$ cat config.mk
export PLATFORM = sky130hd
export DESIGN_NAME = ddr_vout_mux
export DESIGN_NICKNAME = d
export VERILOG_FILES = /design/src/rtl/ddr_vout_pkg.sv /design/src/rtl/ddr_vout_cfg.sv /design/src/rtl/ddr_vout_packer.sv /design/src/rtl/ddr_vout_mux.sv
export SDC_FILE = /design/constraint.sdc
export NUM_CORES = 1
export LEC_CHECK = 0
export BUFFER_PORTS_ARGS = -buffer_cell sky130_fd_sc_hd__buf_2
export CAP_MARGIN = 10
export CORE_AREA = 2 2 80 82
export CTS_BUF_LIST = sky130_fd_sc_hd__clkbuf_8
export CTS_CLUSTER_SIZE = 10
export DETAILED_ROUTE_END_ITERATION = 12
export DIE_AREA = 0 0 82 84
export GPL_TIMING_DRIVEN = 0
export PLACE_DENSITY = 0.75
export SKIP_LAST_GASP = 1
export SLEW_MARGIN = 15
export SYNTH_ARGS = -nofsm -noshare
export SYNTH_HDL_FRONTEND = slang
export SYNTH_HIERARCHICAL = 1
export SYNTH_SLANG_ARGS = --single-unit
export TNS_END_PERCENT = 30
$ cat constraint.sdc
create_clock -name clk -period 1.9 [get_ports clk]
set_clock_uncertainty 0.2 [all_clocks]
set_input_delay 0 -clock clk [delete_from_list [all_inputs] [get_ports clk]]
set_output_delay 0 -clock clk [all_outputs]
set_load 0.02 [all_outputs]
$ cat src/rtl/ddr_vout_pkg.sv
package ddr_vout_pkg;
    localparam int PIX_W  = 30;
    localparam int CFG_W  = 7;
    localparam int FMT_W  = 3;

    localparam logic [FMT_W-1:0] FMT_RGB24 = 3'b100;
    localparam logic [FMT_W-1:0] FMT_YUV16 = 3'b010;

    localparam int EN16_BIT = 5;
    localparam int EN24_BIT = 6;

    // reserved bits [4:3] are cleared on every write
    localparam logic [CFG_W-1:0] CFG_KEEP = 7'b110_0111;

    // window bounds
    localparam int W24_LO = 5;
    localparam int W24_HI = 16;
    localparam int W16_LO = 13;
    localparam int W16_HI = 20;

    typedef struct packed {
        logic             en24;
        logic             en16;
        logic [FMT_W-1:0] fmt;
    } cfg_fields_t;

    typedef struct packed {
        logic             vclk;
        logic [PIX_W-1:0] pix;
        logic [PIX_W-1:0] pins;
    } out_state_t;
endpackage

$ cat src/rtl/ddr_vout_cfg.sv
module ddr_vout_cfg
    import ddr_vout_pkg::*;
(
    input  logic             clk,
    input  logic             rst_n,
    input  logic             we,
    input  logic [CFG_W-1:0] wdata,
    output logic [CFG_W-1:0] rdata,
    output cfg_fields_t      fields
);
    logic [CFG_W-1:0] reg_d, reg_q;

    always_comb begin
        reg_d = reg_q;
        if (we) begin
            reg_d = wdata & CFG_KEEP;
        end
    end

    always_ff @(posedge clk or negedge rst_n) begin
        if (!rst_n) begin
            reg_q <= '0;
        end else begin
            reg_q <= reg_d;
        end
    end

    assign rdata       = reg_q;
    assign fields.en24 = reg_q[EN24_BIT];
    assign fields.en16 = reg_q[EN16_BIT];
    assign fields.fmt  = reg_q[FMT_W-1:0];
endmodule

$ cat src/rtl/ddr_vout_packer.sv
module ddr_vout_packer
    import ddr_vout_pkg::*;
(
    input  logic [PIX_W-1:0] pix,
    input  logic             phase_hi,
    input  cfg_fields_t      cfg,
    output logic [PIX_W-1:0] pins
);
    localparam int N24 = W24_HI - W24_LO + 1;
    localparam int N16 = W16_HI - W16_LO + 1;

    logic          sel24, sel16;
    logic [N24-1:0] win24;
    logic [N16-1:0] win16;

    always_comb begin
        sel24 = cfg.en24 && (cfg.fmt == FMT_RGB24);
        sel16 = !sel24 && cfg.en16 && (cfg.fmt == FMT_YUV16);
        win24 = phase_hi ? {pix[15:12], pix[9:2]} : {pix[29:22], pix[19:16]};
        win16 = phase_hi ? pix[19:12] : pix[9:2];
    end

    for (genvar i = 0; i < PIX_W; i++) begin : g_pin
        if (i >= W24_LO && i <= W24_HI && i >= W16_LO && i <= W16_HI) begin : g_both
            assign pins[i] = sel24 ? win24[i-W24_LO] : (sel16 ? win16[i-W16_LO] : pix[i]);
        end else if (i >= W24_LO && i <= W24_HI) begin : g_w24
            assign pins[i] = sel24 ? win24[i-W24_LO] : pix[i];
        end else if (i >= W16_LO && i <= W16_HI) begin : g_w16
            assign pins[i] = sel16 ? win16[i-W16_LO] : pix[i];
        end else begin : g_pass
            assign pins[i] = pix[i];
        end
    end
endmodule

$ cat src/rtl/ddr_vout_mux.sv
module ddr_vout_mux
    import ddr_vout_pkg::*;
(
    input  logic             clk,
    input  logic             rst_n,
    input  logic [PIX_W-1:0] pix_i,
    input  logic             cfg_we,
    input  logic [CFG_W-1:0] cfg_wdata,
    output logic [CFG_W-1:0] cfg_rdata,
    output logic             vclk_o,
    output logic [PIX_W-1:0] pins_o
);
    out_state_t       st_d, st_q;
    cfg_fields_t      cfg;
    logic [PIX_W-1:0] pix_src;
    logic [PIX_W-1:0] packed_pins;

    ddr_vout_cfg u_cfg (
        .clk    (clk),
        .rst_n  (rst_n),
        .we     (cfg_we),
        .wdata  (cfg_wdata),
        .rdata  (cfg_rdata),
        .fields (cfg)
    );

    // new pixel enters at the start of the high half, held through the low half
    assign pix_src = st_q.vclk ? st_q.pix : pix_i;

    ddr_vout_packer u_pack (
        .pix      (pix_src),
        .phase_hi (!st_q.vclk),
        .cfg      (cfg),
        .pins     (packed_pins)
    );

    always_comb begin
        st_d      = st_q;
        st_d.vclk = !st_q.vclk;
        if (!st_q.vclk) begin
            st_d.pix = pix_i;
        end
        st_d.pins = packed_pins;
    end

    always_ff @(posedge clk or negedge rst_n) begin
        if (!rst_n) begin
            st_q <= '0;
        end else begin
            st_q <= st_d;
        end
    end

    assign vclk_o = st_q.vclk;
    assign pins_o = st_q.pins;
endmodule

; ---- After elaboration in Yosys (flattened, before gate mapping)
; Cells that the tools add are included.
[totals]
regBits = 66
out_inout_bits = 38
[classes]
n_eq_ne = 2
muxes = 23
reduce_logical = 5
[ops]
columns = cell, n
row1 = two-way mux 30 bit, 1
row2 = two-way mux 1 bit, 20
row3 = two-way mux 12 bit, 1
row4 = two-way mux 8 bit, 1
row5 = == test 3 x 2 -> 1 bit (second input constant), 1
row6 = == test 3 bit (second input constant), 1
row7 = logical AND 1 bit, 3
row8 = logical NOT 1 bit, 2

; ---- Logic depth before layout (Yosys ltp)
[logic_depth]
word_depth = 7
depth_mapped = 6

; ---- Cells and area by module
; Netlist, hierarchy kept.
[by_module_without_submodules]
columns = module, n_inst, cells_per_inst, area_per_inst_um2
row1 = ddr_vout_mux, 1, 125, 2127.0
row2 = ddr_vout_packer, 1, 78, 580.6
row3 = ddr_vout_cfg, 1, 18, 237.7

; ---- Worst setup path after synthesis
; No wires, ideal clock.
[synth_timing]
kind = reg2reg
startpoint = register st_q, in the netlist vclk_o
endpoint = register st_q, in the netlist pins_o[13]
setup_ns = 0.122
t_arrival_ns = 1.532
required_ns = 1.578
setup_slack_ns = 0.046
stages_incl_launch_ff = 6
period_less_slack_ns = 1.854
cell_sequence = dfrtp_1 -> buf_6 -> mux2_2 -> mux2_1 -> mux2i_1 -> o21ai_1
[synth_between]
elab_chain_len = 4
elab_cells_between_ends = 5
classes_between = 5 x mux
[synth_rtl]
columns = item, line
row1 = from (decl), ddr_vout_mux.sv:13  ; out_state_t st_d, st_q;
row2 = from (signal assigned), ddr_vout_mux.sv:50  ; st_q <= st_d;
row3 = two-way mux 30 bit (*), --
row4 = via pix_src[12], ddr_vout_mux.sv:15  ; logic [PIX_W-1:0] pix_src;
row5 = two-way mux 8 bit, ddr_vout_packer.sv:20  ; win16 = phase_hi ? pix[19:12] : pix[9:2];
row6 = two-way mux 1 bit, ddr_vout_packer.sv:25  ; assign pins[i] = sel24 ? win24[i-W24_LO] : (sel16 ? win16[i-W16_LO] : pix[i]);
row7 = two-way mux 1 bit (*), ddr_vout_packer.sv:25
row8 = via packed_pins[13], ddr_vout_mux.sv:16  ; logic [PIX_W-1:0] packed_pins;
; Mark *: on every way through the listed nets, which the timed path passes. The rest lies on a longest branch.
; A chain may end at the register's enable or synchronous reset.

; ---- Final worst setup path
; Ends and elaborated chain as after synthesis.

==> impl_results.md <==
- CTS Buf Count: 9
- Synth top area share: 0.561
- Max VDD drop: just under 0.5 mV
- Cell Area, Placed: 3440 sq um
- Setup violators final: 0
- Max Freq: approximately 550 MHz
- Rows: 29
- Vias in the first global route: just under 2000
- DRC: 0
- Worst r2r src: vclk_o
- Met2 GRT Util: 0.290
- Hold WC Path Type: in -> reg
- Total grt overflow: 0
- Total track usage: 0.182
- Initial DRC count: between 50 and 60
- Crit path time final: around 1.8 ns
- Area leader, netlist: dfrtp_1
- Pwr/cell area: 739 nW/um^2
- Root buf cell: clkbuf_8
- Final Hold Vio Count: 0
- Routed WL per cell: ~13 um
- First-pass GRT wire length: between 9000 and 10000 um
- Initial core utilization: 0.483
- Placer Congestion: 0.770
- Share of layout cells above drive strength 1: 0.535
- Most frequent cells after synthesis: 66 x dfrtp_1, 53 x buf_4, 41 x mux2_2
- # IOs: 78
- Clock sink count: 66
- Worst-path clk slew: approximately 0.07 ns
- Final Max Slew Viols: 0
- Static Leak: ~1.9 nW
- Worst rel slew slack: 0.522
- Post-synth cell types: 16
- Async set or reset register ratio after synthesis: 1.00
- Initial antenna violation count: 0
- Met1 Track Usage GR: 0.225
- Cell Area, Synth: a little under 3000 sq um
- Critical path peak fanout: 10
- Status: completed
- Die Width: 82 um
- Prevailing post-synth register cell: dfrtp_1
- Synthesized area per cell: 13.3 sq um
- Fillers: around 470
- Max-cap violations: 0
- Post-route antenna net violation count: 0
- Flop2flop setup slack: around 0.097 ns
- Clk_lat worst skew: 0.33 ns
- Total Wirelength: 5680 um
- GRT busiest layer: met2
- Footprint of the multi-input gates: about 820 sq um
- Nets: between 300 and 400
- Largest net degree at the start of global routing: between 50 and 60
- Worst Hold Depth: 3
- CTS tree: yes
- Core area: about 6000 sq um
- Number of synthesized flops with an enable pin: 0
- Cells after synthesis: between 200 and 250
- Final HPWL DP: approximately 3700 um
- Via density per instance: about 4.5
- DIE HEIGHT: roughly 84 um
- WHS: 0.252 ns
- Synth warnings: 6
- PortBufs: 73
- Fin Setup TNS: 0 ns
- Worst Reg2Reg Path Length in Cells: 5
- Sequential area share after synthesis: 0.561
- Critical Path Sink Type: flip-flop
- Worst EP arrival: approximately 1.8 ns
- RSZ-0062 raised after global routing: false
- Area grow syn2layout: 36.9%
- H-tree depth: 3
- Most frequent cell after synthesis: dfrtp_1
- Maximum buffer depth of the clock tree: 2
- Ant. Diodes: 0
- Setup CP Type: reg -> reg
- Slew @ Worst Pin: 0.715 ns
- Critical path launch point type: flip-flop
- Worst R2R End: pins_o[13]
- Met3 Use GR: 0.0357
- Sequential cell area: between 1500 and 2000 sq um
- Min-delay src: pix_i[11]
- FF+latch count, synth: 66
- Total number of vias: between 1500 and 2000
- Drt pass-1 iters: 4
- Die area: a little under 7000 sq um
- Utilization after layout: 0.662
- Top post-synthesis cells by area: dfrtp_1 56%, mux2_2 16%, buf_4 14%
- Final period utilization: 0.949
- Worst hold endpoint: st_q[41]
- Worst path required time: between 1.5 and 2 ns
- Design Area, Final: slightly above 4000 sq um
- Setup crit start: vclk_o
==> where the power goes <==
group	switching [mW]	internal, mW	leakage, nW
clock	0.486	0.446	0.0887
combinational	0.232	0.292	1.06
sequential	0.0305	1.49	0.766
total	0.749	2.23	1.92
==> worst max-delay path, stage by stage (launching register included) <==
cell and delay (ns):
dfrtp_2 0.41, buf_6 0.17, mux2_2 0.39, mux2_1 0.31
mux2i_1 0.14, o21ai_1 0.07
==> kinds of logic after synthesis <==
kind of cell	share of synthesized area
buffers and inverters	0.162
multiplexers	0.219
AO/OA/AOI/OAI	0.0272
flip-flops	0.561
other	0.00127
AND/OR/NAND/NOR	0.0302
==> stage by stage <==
step	worst slack [ns]	cells	power, mW
final	0.0971	432	2.98
after global placement	0.0416	372	1.98
after floorplan	0.0462	222	1.84
after CTS	0.0139	431	3.02
after global routing	0.0131	432	3.14
after detailed placement	0.0202	373	2.00
==> how the worst max path moves through the flow <==
stage	end	slack, ns
after floorplan	pins_o[13]	0.05
after global placement	pins_o[15]	0.04
after detailed placement	pins_o[16]	0.02
after CTS	pins_o[16]	0.01
after global routing	pins_o[13]	0.01
final	pins_o[13]	0.1
==> sequential cells by signal, summed over array words and instances (netlist names) <==
signal,flops
pins_o,30
st_q,30
u_cfg/rdata,5
vclk_o,1
==> placed cells by master (no fill, tap or decap), drive strengths merged <==
| cell type | count |
|---|---|
| clkbuf | 9 |
| and4bb | 2 |
| inv | 4 |
| conb | 2 |
| nand2 | 4 |
| clkinvlp | 1 |
| clkinv | 2 |
| a21oi | 12 |
| nor2 | 12 |
| dfrtp | 66 |
| dlygate4sd3 | 43 |
| mux2 | 43 |
| buf | 135 |
| o21ai | 4 |
| mux2i | 16 |
==> layer usage <==
| metal | up-vias | routed length, um |
|---|---|---|
| met5 | - | 0 |
| met3 | 14 | 240 |
| li1 | 945 | - |
| met2 | 65 | 2810 |
| met4 | 0 | 170 |
| met1 | 933 | 2450 |
==> cell type report <==
type                    count  share of cell area
plain buffers              60               0.117
clock buffers               9              0.0307
clock inverters             6             0.00714
inverters                   1            0.000931
multi-input cells          95               0.204
flip-flops and latches     66               0.410
well taps                  77              0.0239
repair buffers            118               0.207
==> what timing repair did <==
item,in CTS,in global routing
setup buffers,0,1
hold endpoints to repair,131,0
hold buffers,43,0
endpoints found under the setup margin,0,4
resized for setup,0,1
Note: power is estimated with default switching activity, not from simulation.
